==> src/rtl/bpc_pkg.sv <==
// Package: shared constants and types for the bus-power controller.
// Assumes the configuration byte layout is fixed by the loader upstream.
package bpc_pkg;
    localparam int ATA_EN_BIT  = 4;        // ATA-side tri-state feature
    localparam int DPV_EN_BIT  = 1;        // drive-power-valid gating of high-current pin
    localparam logic [7:0] MAXPWR_BUS  = 8'd250;  // 500 mA in 2 mA units
    localparam logic [7:0] MAXPWR_SELF = 8'd1;    // 2 mA

    typedef struct packed {
        logic [7:0] max_power;
        logic       self_pwr;
    } desc_t;
endpackage

==> src/rtl/bpc_sense_sync.sv <==
// Module: multi-flop synchronizer for the asynchronous power-sense input.
// Assumes STAGES >= 2; resets to 0 (self-powered reading).
module bpc_sense_sync #(
    parameter int STAGES = 2
) (
    input  logic clk,
    input  logic rst_n,
    input  logic d_async,
    output logic q_sync
);
    logic [STAGES-1:0] chain_q;

    // Shift the raw input through the flop chain.
    always_ff @(posedge clk) begin
        if (!rst_n) chain_q <= '0;
        else        chain_q <= {chain_q[STAGES-2:0], d_async};
    end

    assign q_sync = chain_q[STAGES-1];
endmodule

==> src/rtl/bpc_hicur_ctrl.sv <==
// Module: high-current permission with suspend save/restore and optional
// tri-state gating by drive power valid. Assumes synchronous inputs.
module bpc_hicur_ctrl (
    input  logic clk,
    input  logic rst_n,
    input  logic configured,
    input  logic sense_ok,
    input  logic drv_valid,
    input  logic dpv_gate_en,
    input  logic suspend,
    output logic hi_cur_n,
    output logic hi_cur_oe
);
    logic grant;
    logic active_q;
    logic saved_q;
    logic susp_q;
    logic oe_q;

    // Live permission: every power source must agree.
    always_comb grant = configured & sense_ok & drv_valid;

    // Remember last cycle's suspend to find entry and exit.
    always_ff @(posedge clk) begin
        if (!rst_n) susp_q <= 1'b0;
        else        susp_q <= suspend;
    end

    // Capture the permission at suspend entry.
    always_ff @(posedge clk) begin
        if (!rst_n)                   saved_q <= 1'b0;
        else if (suspend && !susp_q)  saved_q <= active_q;
    end

    // Permission register: off in suspend, restored on exit, else live.
    always_ff @(posedge clk) begin
        if (!rst_n)       active_q <= 1'b0;
        else if (suspend) active_q <= 1'b0;
        else if (susp_q)  active_q <= saved_q;
        else              active_q <= grant;
    end

    // Pin driver enable: gated by drive power valid when the feature is on.
    always_ff @(posedge clk) begin
        if (!rst_n) oe_q <= 1'b0;
        else        oe_q <= !dpv_gate_en || drv_valid;
    end

    assign hi_cur_n  = ~active_q;
    assign hi_cur_oe = oe_q;
endmodule

==> src/rtl/bpc_pullup_ctrl.sv <==
// Module: pull-up enable for the ATA cable and its tri-state control.
// Assumes activity and enable inputs are synchronous.
module bpc_pullup_ctrl (
    input  logic clk,
    input  logic rst_n,
    input  logic bus_active,
    input  logic vbus_en,
    input  logic tristate_feature,
    output logic pu_en,
    output logic pu_oe
);
    // Register the pull-up level and its driver enable.
    always_ff @(posedge clk) begin
        if (!rst_n) begin
            pu_en <= 1'b0;
            pu_oe <= 1'b0;
        end else begin
            pu_en <= bus_active;
            pu_oe <= !(tristate_feature && !vbus_en);
        end
    end
endmodule

==> src/rtl/bpc_desc_sel.sv <==
// Module: selects descriptor power fields from the sense pin or stored values.
// Assumes sense_ok is already synchronized.
module bpc_desc_sel
    import bpc_pkg::*;
#(
    parameter bit HAS_SENSE_PIN = 1'b1
) (
    input  logic       clk,
    input  logic       rst_n,
    input  logic       sense_ok,
    input  logic [7:0] stored_max,
    input  logic       stored_self,
    output desc_t      desc
);
    desc_t next_desc;

    generate
        if (HAS_SENSE_PIN) begin : g_pin
            // Pick bus- or self-powered values from the sense level.
            always_comb begin
                next_desc.max_power = sense_ok ? MAXPWR_BUS : MAXPWR_SELF;
                next_desc.self_pwr  = !sense_ok;
            end
        end else begin : g_stored
            // Pass the stored values through.
            always_comb begin
                next_desc.max_power = stored_max;
                next_desc.self_pwr  = stored_self;
            end
        end
    endgenerate

    // Register the chosen fields.
    always_ff @(posedge clk) begin
        if (!rst_n) desc <= '0;
        else        desc <= next_desc;
    end
endmodule

==> src/rtl/bus_power_ctrl.sv <==
// Module: top of the bus-power and pull-up pin controller.
// Assumes all inputs except vbus_sense_raw are synchronous to clk.
module bus_power_ctrl
    import bpc_pkg::*;
#(
    parameter bit HAS_SENSE_PIN = 1'b1,
    parameter int CFG_W         = 8,
    parameter int SYNC_STAGES   = 2
) (
    input  logic             clk,
    input  logic             rst_n,
    input  logic [CFG_W-1:0] usb_cfg_val,
    input  logic             suspend_in,
    input  logic             vbus_sense_raw,
    input  logic             drv_pwr_valid,
    input  logic             ata_bus_active,
    input  logic             ata_vbus_en,
    input  logic [7:0]       nv_cfg_byte,
    input  logic [7:0]       stored_max_power,
    input  logic             stored_self_pwr,
    output logic             hi_cur_n,
    output logic             hi_cur_oe,
    output logic             pu_en,
    output logic             pu_oe,
    output logic [7:0]       desc_max_power,
    output logic             desc_self_pwr
);
    logic  sense_ok;
    logic  configured;
    desc_t desc;

    assign configured = |usb_cfg_val;

    generate
        if (HAS_SENSE_PIN) begin : g_sense
            bpc_sense_sync #(.STAGES(SYNC_STAGES)) u_sync (
                .clk     (clk),
                .rst_n   (rst_n),
                .d_async (vbus_sense_raw),
                .q_sync  (sense_ok)
            );
        end else begin : g_nosense
            assign sense_ok = 1'b1;
        end
    endgenerate

    bpc_hicur_ctrl u_hicur (
        .clk         (clk),
        .rst_n       (rst_n),
        .configured  (configured),
        .sense_ok    (sense_ok),
        .drv_valid   (drv_pwr_valid),
        .dpv_gate_en (nv_cfg_byte[DPV_EN_BIT]),
        .suspend     (suspend_in),
        .hi_cur_n    (hi_cur_n),
        .hi_cur_oe   (hi_cur_oe)
    );

    bpc_pullup_ctrl u_pullup (
        .clk              (clk),
        .rst_n            (rst_n),
        .bus_active       (ata_bus_active),
        .vbus_en          (ata_vbus_en),
        .tristate_feature (nv_cfg_byte[ATA_EN_BIT]),
        .pu_en            (pu_en),
        .pu_oe            (pu_oe)
    );

    bpc_desc_sel #(.HAS_SENSE_PIN(HAS_SENSE_PIN)) u_desc (
        .clk         (clk),
        .rst_n       (rst_n),
        .sense_ok    (sense_ok),
        .stored_max  (stored_max_power),
        .stored_self (stored_self_pwr),
        .desc        (desc)
    );

    assign desc_max_power = desc.max_power;
    assign desc_self_pwr  = desc.self_pwr;
endmodule

==> config.mk <==
export PLATFORM = sky130hd
export DESIGN_NAME = bus_power_ctrl
export DESIGN_NICKNAME = d
export VERILOG_FILES = /design/src/rtl/bpc_pkg.sv /design/src/rtl/bpc_sense_sync.sv /design/src/rtl/bpc_hicur_ctrl.sv /design/src/rtl/bpc_pullup_ctrl.sv /design/src/rtl/bpc_desc_sel.sv /design/src/rtl/bus_power_ctrl.sv
export SDC_FILE = /design/constraint.sdc
export NUM_CORES = 1
export LEC_CHECK = 0
export BUFFER_PORTS_ARGS = -buffer_cell sky130_fd_sc_hd__buf_2
export CAP_MARGIN = 20
export CORE_AREA = 2 2 39 41
export CTS_CLUSTER_DIAMETER = 80
export DETAILED_ROUTE_END_ITERATION = 8
export DIE_AREA = 0 0 41 43
export GPL_TIMING_DRIVEN = 0
export PLACE_DENSITY = 0.8
export SLEW_MARGIN = 20
export SYNTH_ARGS = -nofsm -noshare
export SYNTH_HDL_FRONTEND = slang
export SYNTH_SLANG_ARGS = --single-unit
==> constraint.sdc <==
create_clock -name clk -period 1.6 [get_ports clk]
set_input_delay 0.08 -clock clk [delete_from_list [all_inputs] [get_ports clk]]
set_output_delay 0.08 -clock clk [all_outputs]
set_load 0.05 [all_outputs]
-- Yosys cells after proc, flatten, opt, wreduce, memory -nomap -nowiden
Index checks and enable logic that the tools add are counted.
- $add $sub $neg: 0
- multiply operators: 0
- divide/modulo/power cells: 0
- $lt $le $gt $ge: 0
- eq/ne operators: 0
- shift operators: 0
- muxes and demuxes: 2
- bitwise gates (word level): 4
- reduce and logical (&&, ||, !) cells: 10
- operators by type and width (kind ; count):
    two-way mux 8 bit ; 1
    OR reduction 8 bit ; 1
    logical NOT 1 bit ; 5
    AND 1 bit ; 2
    logical AND 1 bit ; 2
    NOT 1 bit ; 2
    OR reduction 2 bit ; 1
    logical OR 1 bit ; 1
    two-way mux 1 bit ; 1
- flip-flop bits (word level): 17
- bits in latches: 0
- RAM bits: 0
- memory bits (read-only): 0
- bits of input ports: 32
- output and inout bits: 13
- memories: 0

-- Longest topological paths before layout
- word-level depth: 4
- depth in mapped cells: 3
- depth with buffers taken out: 3

-- By module
From an unflattened synthesis, not the netlist that was laid out.
- cells, all modules: 39
- area total of the unflattened synthesis: 399.1 um^2
- modules (own cells, without submodules) (module ; instances ; cells an instance ; area each (um^2)):
    bpc_hicur_ctrl ; 1 ; 15 ; 156.4
    bpc_desc_sel ; 1 ; 12 ; 112.6
    bpc_pullup_ctrl ; 1 ; 5 ; 61.3
    bpc_sense_sync ; 1 ; 4 ; 52.6
    bus_power_ctrl ; 1 ; 3 ; 16.3

-- Worst setup path before layout
OpenSTA, ideal clock, no wires.
- path type: reg-to-output
- from: register, netlist name u_desc.desc[7]
- to: output desc_max_power[3]
- arrival: 0.973 ns
- required time: 1.520 ns
- slack: 0.547 ns
- stages on the path, launching flop included: 2
- cells stage by stage: dfxtp_1 buf_4
- RTL lines (element ; line ; text):
    end, declared ; bus_power_ctrl.sv:25 ; output logic [7:0] desc_max_power,

==> flow_metrics.py <==
metrics = {
    "synthesis": {
        "synth.area.top_cells": "dfxtp_1 51%, buf_4 13%, and2_1 7.9%, nor2b_1 4.8%, a21boi_0 3.8%",
        "ys_warn_count": 0,
        "syn-cell-area_um2": 394,
        "synthCells": 38,
        "ys_seq_area_share_pct": 50.8,
        "synth_area_leader_cell": "dfxtp_1",
        "avgSynthCellArea_um2": 10.4,
        "ys_seq_elements": 10,
        "yosysUniqueCellTypes": 13,
        "syn-num-nets": 70,
        "synth_top_area_share_pct": 50.8,
    },
    "route": {
        "route.vias.total": 352,
        "vias_per_cell": 4.09,
        "wl_um": 672,
        "drt_first_pass_iters": 2,
        "avgRoutedWirePerCell_um": 7.81,
        "ant_nets": 0,
        "drtIter0Drc": 11,
        "drc": 0,
    },
    "grt": {
        "grt_first_pass_wirelength_um": 986,
        "grt_pass1_vias": 289,
        "grt-ovfl-total": 0,
        "antenna_found_initial": 0,
        "grt_max_degree": 11,
        "track_usage_pct": 9.06,
    },
    "setup_path": {
        "required_ps": 1520,
        "criticalPathCategory": "reg2out",
        "arrival_ps": 1030,
        "crit_path_top_delay_cell": "dfxtp_1",
        "startpoint_type": "flop",
        "crit_fanout": 6,
        "crit_chain": "buf_4 -> buf_2",
        "critPathMaxStageDelay_ps": 400,
        "crit_path_end_kind": "output pin",
    },
    "placement": {
        "placedCellCount": 82,
        "portBuffers": 28,
        "post-place-ws_ps": 705,
        "gp_congestion": 0.692,
    },
    "cells_and_area": {
        "multi_input_area_um2": 130,
        "drive_gt1_share_pct": 57.1,
        "antennaDiodeCount": 0,
        "utilization_pct": 42.4,
        "ff_latch_area_um2": 200,
        "area_growth_pct": 48.9,
        "fin_nets": 104,
        "layout_commonest_cell": "buf_2",
        "layout_common_cells": "28 x buf_2, 10 x dfxtp_1, 7 x buf_4, 5 x and2_1",
        "final_cells": 86,
        "fillers": 146,
    },
    "clock_tree": {
        "root_buffer": "clkbuf_4",
        "cts_tree": "done",
        "cts_setup_buffers": 0,
        "ctsHtreeMaxLevel": 1,
        "cts_buffers": 3,
        "cts_max_path_buffers": 2,
        "clk_latency_ps": 260,
        "cts.sinks": 10,
        "path_clk_slew_ps": 60,
    },
    "die": {
        "start_util_pct": 28.5,
        "die-height_um": 43,
        "die_area_mm2": 0.00176,
        "fp.coreArea_mm2": 0.00138,
        "die_w_um": 41,
        "pin_count": 45,
        "num_rows": 14,
    },
    "sta": {
        "setup_viol": 0,
        "rsz0062_at_grt": "no",
        "hold_viol": 0,
        "fin_ws_ps": 492,
        "fin_crit_sh_pct": 69.2,
        "slew_violations": 0,
        "fin_setup_tns_ps": 0,
        "fin_skew_ps": 1.31,
        "period_needed_ps": 1110,
        "max_freq_mhz": 903,
    },
    "pwr": {
        "power.leakage_nw": 0.324,
        "worst_ir_drop_vdd_mv": 0.384,
        "p_per_area_mw_per_mm2": 911,
    },
    "flow_run": {
        "cap_violations": 0,
    },
    "outcome": {
        "status": "finished, final reports clean",
    },
    "hold_path": {
        "hold_class": "in2reg",
    },
}
==> cell usage after synthesis (all sizes together) <==
library cell and number:
nor4 2, mux2i 1, conb 1, nand2 1
and2 5, a32o 1, inv 3, dfxtp 10
and4b 1, a21boi 2, nor2b 4, buf 7
==> final timing paths <==
| check | start | endpoint | slack [ps] | cells past startpoint |
|---|---|---|---|---|
| setup reg to reg | u_hicur.susp_q | u_hicur.active_q | 740 | 2 |
| hold / removal | nv_cfg_byte[4] | u_pullup.pu_oe | 8 | 2 |
| setup / recovery | u_desc.desc[7] | desc_max_power[3] | 490 | 2 |
| hold reg to reg | g_sense.u_sync.chain_q[1] | u_desc.desc[1] | 430 | 1 |
==> stage by stage <==
step	power, mW	cell area, um2	hold slack [ps]
after floorplan	0.341	394	189
after global placement	0.373	554	274
after detailed placement	0.376	554	273
final	0.534	587	7.55
after CTS	0.543	587	1.33
after global routing	0.562	587	23.3
==> cells by family after synthesis <==
family                 Yosys count  share of synthesized area (%)
AOI/OAI and AO/OA                3                           6.67
and+or+nand+nor                 13                           22.9
DFF                             10                           50.8
muxes                            1                           2.54
buffers and inverters           10                           16.2
other                            1                          0.951
==> routing by layer <==
metal / global-route usage, % / up-vias / wire [um]
met3: 3.14 / 4 / 88
met1: 8.12 / 142 / 269
met4: 10.0 / 0 / 21
met5: 0 / - / 0
met2: 13.8 / 27 / 293
li1: - / 179 / -
==> critical path: cells and delay by family, from the launching register on <==
kind / cells / cell delay [ps]
DFF: 1 / 400
buffers and inverters: 2 / 380
==> power by group <==
group	total, mW	leakage, nW	internal [mW]	switching, mW
registers	0.264	0.0827	0.260	0.00427
logic	0.106	0.227	0.0401	0.0664
clock network	0.164	0.0138	0.0864	0.0771
total	0.534	0.324	0.387	0.148
==> cell type report <==
class	instances	area share, %
Buffer	7	8.96
Clock buffer	3	3.84
Inverter	3	1.92
Multi-Input combinational cell	18	22.2
Sequential cell	10	34.1
Tap cell	16	3.41
Timing Repair Buffer	29	25.6
==> timing repair <==
item,in CTS,in global routing
hold buffers,1,0
endpoints found under the hold margin,1,0
gates resized for setup,0,0
==> state kept, by name, summed over array words and instances, names as in the netlist <==
register and flops:
u_hicur.active_q 1, u_hicur.hi_cur_oe 1, g_sense.u_sync.chain_q 2, u_desc.desc 2
u_hicur.saved_q 1, u_pullup.pu_en 1, u_hicur.susp_q 1, u_pullup.pu_oe 1
No activity file was read; power rests on OpenSTA's default activity.
